[src/rtl/cal_pkg.sv]
package cal_pkg;

    localparam int NF     = 7;
    localparam int BYTE_W = 8;

    typedef logic [BYTE_W-1:0]        bcd_t;
    typedef logic [NF-1:0][BYTE_W-1:0] cal_vec_t;

    typedef enum logic [2:0] {
        F_SEC  = 3'd0,
        F_MIN  = 3'd1,
        F_HOUR = 3'd2,
        F_DOW  = 3'd3,
        F_DATE = 3'd4,
        F_MON  = 3'd5,
        F_YEAR = 3'd6
    } field_e;

    // index 6 (year) first
    localparam cal_vec_t CAL_RESET = {8'h00, 8'h01, 8'h01, 8'h01, 8'h00, 8'h00, 8'h00};

    // one BCD step; a low digit of 9 or more always carries
    function automatic bcd_t bcd_step(input bcd_t v);
        if (v[3:0] >= 4'd9)
            return {v[7:4] + 4'd1, 4'd0};
        else
            return v + 8'd1;
    endfunction

    // step with wrap; the limit is a >= compare so bad values cannot stick
    function automatic bcd_t bcd_wrap(input bcd_t v, input bcd_t lim, input bcd_t low);
        if (v >= lim)
            return low;
        else
            return bcd_step(v);
    endfunction

    // 10 is 2 mod 4, so tens*2 + ones has the same remainder as the year
    function automatic logic is_leap(input bcd_t y);
        logic [5:0] s;
        s = {1'b0, y[7:4], 1'b0} + {2'b00, y[3:0]};
        return s[1:0] == 2'b00;
    endfunction

    function automatic bcd_t month_len(input bcd_t m, input bcd_t y);
        case (m)
            8'h02:                      return is_leap(y) ? 8'h29 : 8'h28;
            8'h04, 8'h06, 8'h09, 8'h11: return 8'h30;
            default:                    return 8'h31;
        endcase
    endfunction

endpackage

[src/rtl/cal_next.sv]
module cal_next
    import cal_pkg::*;
(
    input  cal_vec_t cur,
    output cal_vec_t nxt
);
    logic sec_end, min_end, hour_end, date_end, mon_end;
    bcd_t last_day;

    always_comb begin
        last_day = month_len(cur[F_MON], cur[F_YEAR]);
        sec_end  = cur[F_SEC] >= 8'h59;
        min_end  = sec_end  && (cur[F_MIN]  >= 8'h59);
        hour_end = min_end  && (cur[F_HOUR] >= 8'h23);
        date_end = hour_end && (cur[F_DATE] >= last_day);
        mon_end  = date_end && (cur[F_MON]  >= 8'h12);

        nxt          = cur;
        nxt[F_SEC]   = bcd_wrap(cur[F_SEC], 8'h59, 8'h00);
        if (sec_end)  nxt[F_MIN]  = bcd_wrap(cur[F_MIN],  8'h59, 8'h00);
        if (min_end)  nxt[F_HOUR] = bcd_wrap(cur[F_HOUR], 8'h23, 8'h00);
        if (hour_end) nxt[F_DOW]  = bcd_wrap(cur[F_DOW],  8'h07, 8'h01);
        if (hour_end) nxt[F_DATE] = bcd_wrap(cur[F_DATE], last_day, 8'h01);
        if (date_end) nxt[F_MON]  = bcd_wrap(cur[F_MON],  8'h12, 8'h01);
        if (mon_end)  nxt[F_YEAR] = bcd_wrap(cur[F_YEAR], 8'h99, 8'h00);
    end
endmodule

[src/rtl/cal_store.sv]
module cal_store
    import cal_pkg::*;
#(
    parameter int ADDR_W = 4
) (
    input  logic              clk,
    input  logic              rst,
    input  logic              tick,
    input  logic              wr_en,
    input  logic [ADDR_W-1:0] wr_addr,
    input  bcd_t              wr_data,
    input  logic              te,
    output cal_vec_t          int_q,
    output cal_vec_t          user_q
);
    cal_vec_t adv;
    cal_vec_t int_d;
    cal_vec_t user_d;

    cal_next u_next (.cur(int_q), .nxt(adv));

    for (genvar i = 0; i < NF; i++) begin : g_field
        logic hit;
        assign hit = wr_en && (wr_addr == ADDR_W'(i));

        always_comb begin
            int_d[i]  = hit ? wr_data : (tick ? adv[i] : int_q[i]);
            user_d[i] = hit ? wr_data : (te ? int_d[i] : user_q[i]);
        end

        always_ff @(posedge clk) begin
            if (rst) begin
                int_q[i]  <= CAL_RESET[i];
                user_q[i] <= CAL_RESET[i];
            end else begin
                int_q[i]  <= int_d[i];
                user_q[i] <= user_d[i];
            end
        end
    end
endmodule

[src/rtl/cal_ctrl.sv]
module cal_ctrl
    import cal_pkg::*;
#(
    parameter int          ADDR_W    = 4,
    parameter int          CTRL_ADDR = 7,
    parameter int          TE_BIT    = 0,
    parameter logic        TE_RESET  = 1'b1
) (
    input  logic              clk,
    input  logic              rst,
    input  logic              wr_en,
    input  logic [ADDR_W-1:0] wr_addr,
    input  bcd_t              wr_data,
    output logic              te
);
    always_ff @(posedge clk) begin
        if (rst)
            te <= TE_RESET;
        else if (wr_en && wr_addr == ADDR_W'(CTRL_ADDR))
            te <= wr_data[TE_BIT];
    end
endmodule

[src/rtl/cal_readmux.sv]
module cal_readmux
    import cal_pkg::*;
#(
    parameter int ADDR_W    = 4,
    parameter int CTRL_ADDR = 7,
    parameter int TE_BIT    = 0
) (
    input  logic [ADDR_W-1:0] rd_addr,
    input  cal_vec_t          user_q,
    input  logic              te,
    output bcd_t              rd_data
);
    always_comb begin
        rd_data = '0;
        for (int i = 0; i < NF; i++) begin
            if (rd_addr == ADDR_W'(i))
                rd_data = user_q[i];
        end
        if (rd_addr == ADDR_W'(CTRL_ADDR))
            rd_data[TE_BIT] = te;
    end
endmodule

[src/rtl/bcd_calendar.sv]
module bcd_calendar
    import cal_pkg::*;
#(
    parameter int ADDR_W    = 4,
    parameter int CTRL_ADDR = 7,
    parameter int TE_BIT    = 0
) (
    input  logic              clk,
    input  logic              rst,
    input  logic              tick_1hz,
    input  logic              wr_en,
    input  logic [ADDR_W-1:0] addr,
    input  logic [7:0]        wr_data,
    output logic [7:0]        rd_data
);
    cal_vec_t int_q;
    cal_vec_t user_q;
    logic     te_q;

    cal_ctrl #(
        .ADDR_W(ADDR_W), .CTRL_ADDR(CTRL_ADDR), .TE_BIT(TE_BIT), .TE_RESET(1'b1)
    ) u_ctrl (
        .clk(clk), .rst(rst), .wr_en(wr_en), .wr_addr(addr),
        .wr_data(wr_data), .te(te_q)
    );

    cal_store #(.ADDR_W(ADDR_W)) u_store (
        .clk(clk), .rst(rst), .tick(tick_1hz), .wr_en(wr_en),
        .wr_addr(addr), .wr_data(wr_data), .te(te_q),
        .int_q(int_q), .user_q(user_q)
    );

    cal_readmux #(
        .ADDR_W(ADDR_W), .CTRL_ADDR(CTRL_ADDR), .TE_BIT(TE_BIT)
    ) u_rd (
        .rd_addr(addr), .user_q(user_q), .te(te_q), .rd_data(rd_data)
    );
endmodule

[config.mk]
export PLATFORM = sky130hd
export DESIGN_NAME = bcd_calendar
export DESIGN_NICKNAME = d
export VERILOG_FILES = /design/src/rtl/cal_pkg.sv /design/src/rtl/cal_next.sv /design/src/rtl/cal_store.sv /design/src/rtl/cal_ctrl.sv /design/src/rtl/cal_readmux.sv /design/src/rtl/bcd_calendar.sv
export SDC_FILE = /design/constraint.sdc
export NUM_CORES = 1
export LEC_CHECK = 0
export BUFFER_PORTS_ARGS = -buffer_cell sky130_fd_sc_hd__buf_2
export CORE_ASPECT_RATIO = 1.4
export CORE_MARGIN = 2
export CORE_UTILIZATION = 45
export DETAILED_ROUTE_END_ITERATION = 10
export GPL_TIMING_DRIVEN = 0
export SYNTH_ARGS = -nofsm -noshare
export SYNTH_HDL_FRONTEND = slang
export SYNTH_HIERARCHICAL = 1
export SYNTH_SLANG_ARGS = --single-unit
[constraint.sdc]
create_clock -name clk -period 2.9 [get_ports clk]
set_input_delay 0.29 -clock clk [delete_from_list [all_inputs] [get_ports clk]]
set_output_delay 0.29 -clock clk [all_outputs]
set_load 0.01 [all_outputs]
# After elaboration in Yosys (flattened, before gate mapping)
# Cells that the tools add are included.
[classes]
order_cmp = 14
n_addsub = 15
n_reduce_logical = 22
n_mux = 58
eq_ne = 12
[op_table]
columns = ["op", "n"]
rows = [
  ["two-way mux 8 bit", 55],
  ["adder 8 x 1 -> 8 bit (second input constant)", 7],
  ["adder 4 x 1 -> 4 bit (second input constant)", 7],
  [">= comparator 4 bit (second input constant)", 7],
  ["== test 4 x 3 -> 1 bit (second input constant)", 4],
  ["== test 8 x 3 -> 1 bit (second input constant)", 2],
  [">= comparator 8 x 7 -> 1 bit (second input constant)", 2],
  ["nonzero test 2 bit", 7],
  ["logical AND 1 bit", 12],
  ["case mux 5 bit (2 select lines)", 1],
  ["== test 4 x 2 -> 1 bit (second input constant)", 2],
  ["== test 8 x 2 -> 1 bit (second input constant)", 1],
  ["== test 8 x 4 -> 1 bit (second input constant)", 1],
  ["== test 8 x 5 -> 1 bit (second input constant)", 1],
  [">= comparator 8 x 3 -> 1 bit (second input constant)", 1],
  [">= comparator 8 x 5 -> 1 bit (second input constant)", 1],
  [">= comparator 8 x 6 -> 1 bit (second input constant)", 1],
  [">= comparator 8 bit", 1],
  [">= comparator 8 bit (second input constant)", 1],
  ["== test 4 x 1 -> 1 bit (second input constant)", 1],
  ["zero test 4 bit", 1],
  ["OR reduction 4 bit", 1],
  ["adder 2 bit", 1],
  ["zero test 2 bit", 1],
  ["two-way mux 1 bit", 2],
]
[totals]
elab_cells = 136
ff_bits = 113
input_bits = 16
output_inout_bits = 8

# Longest topological paths before layout
# Gate-level depths: netlist of run 1.
[logic_depth]
depth_word = 12
mapped_depth = 17
ltp_nobuf = 16

# Cells and area by module
# The synthesis of run 1 kept the hierarchy.
[by_module_without_submodules]
columns = ["module", "cells_per_inst", "seq_area_each_um2", "n_inst", "area_per_inst_um2"]
rows = [
  ["cal_store", 540, 2242.2, 1, 5088.6],
  ["cal_next", 291, 0.0, 1, 1918.1],
  ["cal_readmux", 101, 0.0, 1, 800.8],
  ["cal_ctrl", 6, 20.0, 1, 55.1],
]

# Least setup slack after synthesis of run 1
# Ideal clock, no wire load.
[synth_path]
path_type = "register -> register"
from = "register u_store/int_q[40] in the netlist's numbering"
to = "register u_store/user_q[32] in the netlist's numbering"
setup_slack_ns = -0.268
t_arrival_ns = 3.046
path_stages_with_launch = 18
required_ns = 2.778
setup_time_ns = 0.122
period_less_slack_ns = 3.168
path_buffers = 1
path_cell_list = "dfxtp_1 -> inv_1 -> ha_1 -> o211ai_1 -> a21oi_1 -> a31oi_1 -> nor3_1 -> a21oi_1 -> ha_1 -> nor4b_1 -> nor2_1 -> or2_0 -> clkbuf_1 -> o21ai_0 -> o21ai_0 -> mux2i_1 -> a221oi_1 -> a311o_1"
[synth_rtl]
columns = ["item", "line_no", "rtl"]
rows = [
  ["start, declared", "cal_store.sv:13", "output cal_vec_t int_q,"],
  ["start signal, assigned by index", "cal_store.sv:33", "int_q[i] <= CAL_RESET[i];"],
  ["start signal, assigned by index", "cal_store.sv:36", "int_q[i] <= int_d[i];"],
  ["end signal, assigned by index", "cal_store.sv:34", "user_q[i] <= CAL_RESET[i];"],
  ["end signal, assigned by index", "cal_store.sv:37", "user_q[i] <= user_d[i];"],
  ["end, declared", "cal_store.sv:14", "output cal_vec_t user_q"],
]

==> results.yml, run 1 <==
layout:
  final_cells: 1248
  layout.cells.most_common_list: "108 x dfxtp_1, 68 x nand3_1, 68 x a21oi_1"
  final_layout_size_suffix_gt1_share_pct: 26.48
  num-nets-final: 1056
  n_antenna_cell: 0
  post-route-cell-area_um2: 9484
  layout_commonest_cell: "dfxtp_1"
  area_overhead_vs_synth_pct: 20.62
cts:
  hold_fix_buffers_cts: 0
  cts_sinks: 113
  clock_tree.buffer_depth: 2
  cts_clk_pin_slew_worst_paths_ns: 0.06
  clock-root-buffer: "clkbuf_16"
  cts_buffers: 17
  worst_skew_pair.late_latency_ns: 0.42
  cts_tree: "yes"
  h_tree_depth: 4
logic_synthesis:
  synth_enable_flop_cells: 0
  synth.ff_latch_count: 113
  yosysUniqueCellTypes: 72
  post_synth_instance_area_um2: 7863
  yosys_warnings: 6
  synthesis.area_per_instance_um2: 8.382
  postSynth.topFlopCell: "dfxtp_1"
  post_synth_inst_count: 938
  share_of_synthesized_area_occupied_by_flip_flops_and_latches_pct: 28.77
  ys_async_rst_share_pct: 0
  mappedNetlistNets: 995
setup_path:
  worstPathRequired_ns: 3.17
  rr_endpoint: "u_store/user_q[55]$_SDFFE_PP0P_"
  timing.reg2reg.worst_path_depth: 18
  crit_path_start_kind: "flip-flop"
  rr_startpoint: "u_store/int_q[41]$_SDFF_PP0_"
  reg2reg_slack_ns: -0.41
  worst_ep_arrival_time_ns: 3.58
  critPathKind: "reg -> reg"
  path_max_fanout: 7
  critPathCaptureType: "flip-flop"
routing:
  dr.first_iter.drc_count: 844
  antenna_left: 0
  viasPerCell: 6.235
  vias: 7781
  wl_mm: 28.37
  wl_per_cell_um: 22.73
  wl_met2_mm: 13.86
  dr.pass1.iters: 6
  wl_met1_mm: 11.13
  drc: 0
  uppermost_layer_routed: "met4"
  wl_met3_mm: 1.591
die:
  top_level_ports: 24
  die_span_in_y_um: 160.4
  core_area_um2: 17260
  dieArea_um2: 18560
  die-width_um: 115.7
  floorplan.initialDensity_pct: 45.56
  core.rowCount: 57
pwr:
  report.power.total_mw: 4.072
  ir_worst_vdd_uv: 534.5
  total_switching_power_mw: 1.163
  internal_power_contribution_mw: 2.909
  p_clk_share_pct: 47.5
  total_leakage_power_nw: 3.718
  pwr_per_cell_area_nw_per_um2: 429.3
  share_comb_of_total_power_pct: 12.9
  switching_share_pct: 28.56
  share_seq_of_total_power_pct: 39.6
job:
  cap_violations: 0
placement:
  port_buffers: 15
  detailed_place.area_um2: 8298
  place_ws_ns: -0.5313
  placed_instance_count: 1189
  detailedPlacementHpwl_mm: 20.59
  place_congestion: 0.9193
timing:
  fin_setup_tns_ns: -11.88
  setup_viol: 45
  report.final.slew_viol_count: 0
  clock.fmax_mhz: 302.3
  tightestPinTransition_ns: 0.9813
  grt_setup_unrepaired: "true"
  layout_setup_ws_ns: -0.4078
  finalHoldViolCount: 0
  fin_worst_skew_ns: 0.01153
  crit_path_time_final_ns: 3.308
  timing.max_slew.rel_slack_pct: 34.30
  finalCritPeriodShare_pct: 114.1
outcome:
  violations: "setup timing"
  outcome: "finished, violations left"
hold_path:
  worst_hold_path_type: "in -> reg"
  min_delay_path_depth: 3
  holdPathEnd: "u_ctrl/te$_SDFFE_PP1P_"
  min_from: "rst"
global_routing:
  pin_count_of_the_biggest_net_entering_global_routing: 17
  antenna_found_initial: 0
  gr-total-overflow: 0
  wire_length_of_the_first_global_routing_pass_mm: 41.91
  gr_usage_total_pct: 29.96
  first_global_vias: 7101
critical path, stage by stage, from the launching register on:
cell and delay (ns):
dfxtp_4 0.37, inv_4 0.08, ha_4 0.13, o211ai_1 0.10, a21oi_1 0.15, a31oi_1 0.07, nor3_2 0.29, a21oi_2 0.10
ha_1 0.33, nor4b_4 0.27, nor2_4 0.07, or2_4 0.24, buf_8 0.14, nand3_4 0.14, buf_6 0.12, o21ai_2 0.05
mux2_4 0.29, mux2i_1 0.14, o22ai_1 0.08
how the worst max path moves through the flow:
stage | from | end | slack, ns | depth (start not counted)
after floorplan | u_store/int_q[45]$_SDFF_PP0_ | u_store/user_q[32]$_SDFFE_PP1P_ | -0.04 | 17
after global placement | u_store/int_q[45]$_SDFF_PP0_ | u_store/user_q[40]$_SDFFE_PP1P_ | -0.54 | 15
after detailed placement | u_store/int_q[45]$_SDFF_PP0_ | u_store/user_q[40]$_SDFFE_PP1P_ | -0.53 | 16
after CTS | u_store/int_q[41]$_SDFF_PP0_ | u_store/user_q[32]$_SDFFE_PP1P_ | -0.41 | 17
after global routing | u_store/int_q[40]$_SDFF_PP1_ | u_store/user_q[32]$_SDFFE_PP1P_ | -0.60 | 17
final | u_store/int_q[41]$_SDFF_PP0_ | u_store/user_q[55]$_SDFFE_PP0P_ | -0.41 | 18
power groups by stage:
stage          combinational (mW)  clock (mW)  sequential, mW
3_3_place_gp                0.469           0            1.65
4_1_cts                     0.491        1.94            1.61
2_1_floorplan               0.318           0            1.64
3_5_place_dp                0.472           0            1.65
5_1_grt                     0.549        2.01            1.62
6_report                    0.523        1.93            1.61
cells by family after synthesis:
group	Yosys count	share of synthesized area [%]
AO/OA/AOI/OAI	308	24.62
AND/OR/NAND/NOR	231	16.09
multiplexers	119	16.07
buffers and inverters	117	6.986
flip-flops	113	28.77
adder cells (fa/ha/maj)	41	6.524
XOR/XNOR	8	0.8912
other	1	0.04769
synthesized netlist by cell type (3+ instances only):
cell type	count	share of area [%]
nor3b_2	6	0.95
nand4_1	5	0.40
nand3b_1	6	0.57
buf_4	6	0.57
o22ai_1	61	4.9
a31oi_1	6	0.48
a311o_1	3	0.38
or3_1	4	0.32
nor3b_1	3	0.29
mux2_1	3	0.43
xnor2_1	5	0.56
nand4b_1	3	0.33
o21ai_2	5	0.56
nand2_1	34	1.6
nand3_1	69	4.4
buf_6	5	0.72
nor2b_1	6	0.48
o21ai_1	9	0.57
dfxtp_1	113	29
mux2i_1	61	7.8
a41oi_1	6	0.67
xor2_1	3	0.33
and2_1	4	0.32
ha_1	41	6.5
clkbuf_1	31	1.5
and3_1	4	0.32
buf_2	29	1.8
a221oi_1	6	0.67
a211oi_1	6	0.57
o21ai_0	80	5.1
a21oi_1	74	4.7
nor2_1	49	2.3
a22oi_1	5	0.48
inv_1	43	2.1
o31ai_1	15	1.4
nor3_1	10	0.64
a21o_1	3	0.29
mux2_2	55	7.9
nand2b_1	11	0.88
sequential cells by signal (all words and copies together) (netlist names):
signal,cells
u_store/int_q,56
u_store/user_q,56
u_ctrl/te,1
layer usage:
layer  vias to the layer above  track usage, %
met5                         -               0
met4                         0           15.64
met3                       110           4.830
met2                       375           50.69
met1                      3689           36.06
li1                       3607               -
through the flow:
stage | hold WS [ns] | util (%)
finish | 0.2157 | 54.95
global route | 0.2325 | 54.95
CTS | 0.2102 | 53.22
detailed placement | 0.5095 | 48.08
global placement | 0.5012 | 48.08
floorplan | 0.4462 | -
final cells by class:
type,instances,area [µm²]
fill,1667,7775
multi-input combinational,708,5455
sequential,113,2278
clock buffer,20,466.7
buffer,74,405.4
timing repair buffer,42,329.1
tap,236,295.3
inverter,43,168.9
clock inverter,12,85.08
timing repair:
item / in CTS / in global routing
endpoints found under the hold margin: 0 / 0
pin swaps: 38 / 34
setup buffers: 20 / 7
gates resized for setup: 53 / 67
setup endpoints to repair: 47 / 54
Power figures use the tool's default switching activity.
==> inputs of run 2 (changes only) <==
Settings changed: GPL_TIMING_DRIVEN 0 to unset, PLACE_DENSITY set to 0.75.
==> run 2 against run 1 <==
Cell count decreased by 3.0%. Combinational power shrank 7.3%. Power is 6.1% higher. Final area shrank 1.6%. Sequential share of layout area up 0.34 points. Clock power up 16%. Non-clock buffer count shrank 37. The flow still finishes with violations (setup timing). Via count fell by 1.1%. Largest power group unchanged. Clock-buffer cell count unchanged. Sequential power hardly changed.
==> results.yml, run 2 (synthesis results as in run 1) <==
pwr:
  p_clk_share_pct: 51.5
  ir_worst_vdd_uv: 373.3
  share_seq_of_total_power_pct: 37.3
  pwr_per_cell_area_nw_per_um2: 462.8
  switching_share_pct: 25.66
  total_switching_power_mw: 1.109
  internal_power_contribution_mw: 3.212
  share_comb_of_total_power_pct: 11.2
  total_leakage_power_nw: 3.730
timing:
  finalCritPeriodShare_pct: 113.0
  fin_setup_tns_ns: -10.70
  layout_setup_ws_ns: -0.3779
  finalHoldViolCount: 0
  worst_hold_margin_ns: 0.2946
  timing.max_slew.rel_slack_pct: 42.04
  setup_viol: 46
  tightestPinTransition_ns: 0.8684
  grt_setup_unrepaired: "true"
  fin_worst_skew_ns: 0.008416
  report.final.slew_viol_count: 0
  clock.fmax_mhz: 305.1
  crit_path_time_final_ns: 3.278
placement:
  place_congestion: 1.001
  detailedPlacementHpwl_mm: 16.94
  port_buffers: 23
  placed_instance_count: 1172
layout:
  filler_cell_count: 1532
  multi_input_comb_area_um2: 5371
  layout.cells.most_common_list: "109 x dfxtp_1, 70 x a21oi_1, 68 x nand3_1"
  register_area_um2: 2275
  final_cells: 1211
  reg.largest.list: "u_store/int_q x56, u_store/user_q x56, u_ctrl/te x1"
  finalCoreUtilization_pct: 54.10
  layout_commonest_cell: "dfxtp_1"
  final_layout_size_suffix_gt1_share_pct: 25.44
  area_overhead_vs_synth_pct: 18.75
  num-nets-final: 1019
  n_antenna_cell: 0
hold_path:
  min_from: "wr_data[7]"
  worst_hold_path_type: "in -> reg"
  min_delay_path_depth: 3
routing:
  wl_per_cell_um: 20.75
  wl_mm: 25.12
  dr.pass1.iters: 5
  drc: 0
  viasPerCell: 6.353
  antenna_left: 0
  dr.first_iter.drc_count: 857
  vias: 7694
global_routing:
  gr-total-overflow: 0
  pin_count_of_the_biggest_net_entering_global_routing: 62
  gr_usage_total_pct: 27.06
  antenna_found_initial: 0
  wire_length_of_the_first_global_routing_pass_mm: 39.22
  first_global_vias: 7431
die:
  top_level_ports: 24
  core.rowCount: 57
  core_area_um2: 17260
  floorplan.initialDensity_pct: 45.56
  dieArea_um2: 18560
  die_span_in_y_um: 160.4
  die-width_um: 115.7
setup_path:
  worst_ep_arrival_time_ns: 3.54
  critPathKind: "reg -> reg"
  critPathCaptureType: "flip-flop"
  timing.reg2reg.worst_path_depth: 18
  path_max_fanout: 7
  critPathLaunch: "u_store/int_q[41]$_SDFF_PP0_"
  worstPathRequired_ns: 3.16
  rr_startpoint: "u_store/int_q[41]$_SDFF_PP0_"
  crit_path_start_kind: "flip-flop"
cts:
  cts_buffers: 17
  worst_skew_pair.late_latency_ns: 0.42
  cts_sinks: 113
  clock-root-buffer: "clkbuf_16"
  clock_tree.buffer_depth: 2
  cts_clk_pin_slew_worst_paths_ns: 0.05
  hold_fix_buffers_cts: 0
  h_tree_depth: 4
  cts_tree: "yes"
outcome:
  outcome: "finished, violations left"
  violations: "setup timing"
job:
  cap_violations: 0
[run 2: changes by cell type in the layout (fill, tap and decap cells not counted), sizes merged]
cell,previous run,this run
buf,84,79
bufinv,0,4
clkbuf,52,20
clkinv,4,7
clkinvlp,7,1
inv,44,43
[run 2: area by class of cell]
class | count | share of cell area, %
multi-input cells | 708 | 57.53
flip-flops and latches | 113 | 24.36
repair buffers | 79 | 6.526
clock buffers | 20 | 4.891
well taps | 236 | 3.163
inverters | 43 | 1.782
clock inverters | 12 | 1.742
[run 2: critical path: stages, from the launching register on]
cell,delay (ns)
dfxtp_4,0.35
inv_4,0.07
buf_12,0.09
ha_4,0.12
nand3b_1,0.09
a21oi_2,0.14
a31oi_1,0.06
nor3_2,0.24
a21oi_1,0.10
ha_1,0.34
nor4b_4,0.29
nor2_4,0.07
or2_4,0.25
buf_6,0.14
nand3_4,0.13
o31ai_2,0.09
mux2_4,0.27
mux2i_1,0.17
o22ai_1,0.09
[run 2: stage by stage]
stage               total power [mW]  worst slack [ns]  instance area, µm²
floorplan                      1.953          -0.04249                7928
global placement               2.087           -0.3084                8374
detailed placement             2.092           -0.3956                8374
CTS                            4.311           -0.2403                9208
global route                   4.435           -0.4977                9336
finish                         4.321           -0.3779                9336
[run 2: worst paths after layout]
kind,endpoint,slack [ns]
setup reg to reg,u_store/user_q[52]$_SDFFE_PP0P_,-0.38
hold reg to reg,u_store/user_q[42]$_SDFFE_PP0P_,0.52
hold / removal,u_store/int_q[15]$_SDFF_PP0_,0.29
setup / recovery,u_store/user_q[52]$_SDFFE_PP0P_,-0.38
[run 2: metal layers]
layer / vias to the layer above / track usage, % / routed length [µm]
met5: - / 0 / 0
li1: 3529 / - / -
met2: 372 / 44.74 / 12240
met4: 0 / 19.05 / 1947
met3: 116 / 4.679 / 1535
met1: 3677 / 31.15 / 9398
[run 2: power by group through the flow]
stage / Combinational, mW / Sequential (mW) / Clock, mW
2_1_floorplan: 0.318 / 1.64 / 0
3_3_place_gp: 0.446 / 1.64 / 0
3_5_place_dp: 0.451 / 1.64 / 0
4_1_cts: 0.466 / 1.61 / 2.24
5_1_grt: 0.516 / 1.61 / 2.31
6_report: 0.485 / 1.61 / 2.23
[run 2: what timing repair did]
action	in CTS	in global routing
gates resized for setup	49	31
buffers inserted	6	1
endpoints found under the setup margin	46	51
pin swaps	39	18
endpoints found under the hold margin	0	0
==> inputs of run 3 (changes only) <==
Settings changed: PLACE_DENSITY 0.75 to unset, SKIP_LAST_GASP set to 1.
==> run 3 against run 2 <==
Power up 0.43%. Critical path type unchanged. Global-route usage up 0.63 points. Wire length up 2.8%. The run still ends with setup timing left. Via count down 3.1%. First-iteration DRC count down 26%. Combinational power about the same. Cell count up 0.17%.
==> results.yml, run 3 (synthesis results as in run 1) <==
die:
  die-width_um: 115.7
  die_span_in_y_um: 160.4
  floorplan.initialDensity_pct: 45.56
  dieArea_um2: 18560
  core.rowCount: 57
  core_area_um2: 17260
  top_level_ports: 24
layout:
  final_cells: 1213
  area_overhead_vs_synth_pct: 18.19
  final_layout_size_suffix_gt1_share_pct: 24.87
  filler_cell_count: 1694
  reg.largest.list: "u_store/int_q x56, u_store/user_q x56, u_ctrl/te x1"
  num-nets-final: 1021
  layout_commonest_cell: "dfxtp_1"
  layout.cells.most_common_list: "109 x dfxtp_1, 73 x a21oi_1, 68 x nand3_1"
  n_antenna_cell: 0
global_routing:
  antenna_found_initial: 0
  gr-total-overflow: 0
  gr_usage_total_pct: 27.70
  first_global_vias: 7210
  pin_count_of_the_biggest_net_entering_global_routing: 62
  wire_length_of_the_first_global_routing_pass_mm: 39.76
routing:
  wl_per_cell_um: 21.28
  vias: 7455
  dr.pass1.iters: 5
  viasPerCell: 6.146
  dr.first_iter.drc_count: 630
  drc: 0
  wl_mm: 25.82
  antenna_left: 0
setup_path:
  reg2reg_slack_ns: -0.21
  rr_startpoint: "u_store/int_q[40]$_SDFF_PP1_"
  timing.reg2reg.worst_path_depth: 18
  crit_path_start_kind: "flip-flop"
  path_max_fanout: 7
  critPathCaptureType: "flip-flop"
  rr_endpoint: "u_store/user_q[54]$_SDFFE_PP0P_"
  critPathKind: "reg -> reg"
  worstPathRequired_ns: 3.16
  worst_ep_arrival_time_ns: 3.38
timing:
  layout_setup_ws_ns: -0.2113
  finalCritPeriodShare_pct: 107.3
  crit_path_time_final_ns: 3.111
  tightestPinTransition_ns: 0.8268
  timing.max_slew.rel_slack_pct: 44.88
  setup_viol: 40
  finalHoldViolCount: 0
  grt_setup_unrepaired: "true"
  report.final.slew_viol_count: 0
  clock.fmax_mhz: 321.4
  fin_worst_skew_ns: 0.01116
pwr:
  ir_worst_vdd_uv: 350.5
  total_leakage_power_nw: 3.710
  pwr_per_cell_area_nw_per_um2: 467.0
  report.power.total_mw: 4.340
outcome:
  outcome: "finished, violations left"
  violations: "setup timing"
placement:
  detailedPlacementHpwl_mm: 18.12
  place_congestion: 0.9545
  placed_instance_count: 1175
  port_buffers: 23
hold_path:
  holdPathEnd: "u_store/int_q[29]$_SDFF_PP0_"
  worst_hold_path_type: "in -> reg"
  min_delay_path_depth: 3
  min_from: "wr_data[5]"
cts:
  clock-root-buffer: "clkbuf_16"
  clock_tree.buffer_depth: 2
  cts_buffers: 17
  hold_fix_buffers_cts: 0
  h_tree_depth: 4
  worst_skew_pair.late_latency_ns: 0.41
  cts_clk_pin_slew_worst_paths_ns: 0.06
  cts_sinks: 113
  cts_tree: "yes"
job:
  cap_violations: 0
-- run 3: cell types whose count changed in the layout (fill, tap and decap cells not counted), sizes merged --
| cell | delta |
|---|---|
| buf | +2 |
| clkinv | -2 |
| clkinvlp | +1 |
| clkbuf | +1 |
-- run 3: stage by stage --
| stage | util, % | area (µm²) | hold WS (ns) | setup TNS [ns] | setup slack, ns |
|---|---|---|---|---|---|
| after floorplan | - | 7928 | 0.4462 | -0.1423 | -0.04249 |
| after global placement | 48.58 | 8384 | 0.5009 | -5.258 | -0.2356 |
| after detailed placement | 48.58 | 8384 | 0.5103 | -6.437 | -0.2925 |
| after CTS | 52.72 | 9099 | 0.2788 | -3.861 | -0.1637 |
| after global routing | 53.84 | 9293 | 0.2844 | -12.85 | -0.3906 |
| final | 53.84 | 9293 | 0.3095 | -4.965 | -0.2113 |
-- run 3: worst max path at each step --
| stage | from | to | slack (ns) | depth (start not counted) |
|---|---|---|---|---|
| 2_1_floorplan | u_store/int_q[45]$_SDFF_PP0_ | u_store/user_q[32]$_SDFFE_PP1P_ | -0.04 | 17 |
| 3_3_place_gp | u_store/int_q[41]$_SDFF_PP0_ | u_store/user_q[47]$_SDFFE_PP0P_ | -0.24 | 17 |
| 3_5_place_dp | u_store/int_q[41]$_SDFF_PP0_ | u_store/user_q[47]$_SDFFE_PP0P_ | -0.29 | 17 |
| 4_1_cts | u_store/int_q[41]$_SDFF_PP0_ | u_store/int_q[34]$_SDFF_PP0_ | -0.16 | 17 |
| 5_1_grt | u_store/int_q[40]$_SDFF_PP1_ | u_store/user_q[54]$_SDFFE_PP0P_ | -0.39 | 18 |
| 6_report | u_store/int_q[40]$_SDFF_PP1_ | u_store/user_q[54]$_SDFFE_PP0P_ | -0.21 | 18 |
-- run 3: what timing repair did --
action                     in CTS  in global routing
gates resized for setup        19                 49
setup endpoints to repair      43                 46
setup buffers                   3                  3
pin swaps                      20                 41
-- run 3: metal layers --
metal / track usage, % / up-vias / wire length [µm] / share of wire [%]
li1: - / 3538 / - / -
met1: 31.78 / 3564 / 10140 / 39
met2: 49.07 / 271 / 12980 / 50
met3: 4.264 / 82 / 1275 / 4.9
met4: 13.80 / 0 / 1424 / 5.5
met5: 0 / - / 0 / 0
-- run 3: cell type report --
cell class                      count  area (µm²)  share of cell area, %
Clock inverter                     11       160.2                  1.723
Tap cell                          236       295.3                  3.178
Sequential cell                   113        2275                  24.48
Multi-Input combinational cell    708        5315                  57.20
Timing Repair Buffer               81       610.6                  6.571
Clock buffer                       21       470.5                  5.063
Inverter                           43       166.4                  1.791
-- run 3: worst max-delay path, stage by stage (launching register included) --
cell and delay, ns:
dfxtp_4 0.36, buf_4 0.12, ha_4 0.12, nand3b_1 0.06, a21oi_1 0.14, a31oi_1 0.07, nor3_2 0.23, nor2_1 0.07
ha_1 0.31, nand3_2 0.08, nor2_2 0.14, buf_6 0.14, o21ai_4 0.07, buf_6 0.15, o31ai_2 0.24, o41ai_2 0.10
mux2_2 0.28, mux2i_1 0.14, o22ai_1 0.10
-- run 3: report_power, final --
| group | switching, mW | internal [mW] |
|---|---|---|
| Clock | 0.745 | 1.50 |
| Combinational | 0.325 | 0.160 |
| Sequential | 0.0298 | 1.58 |
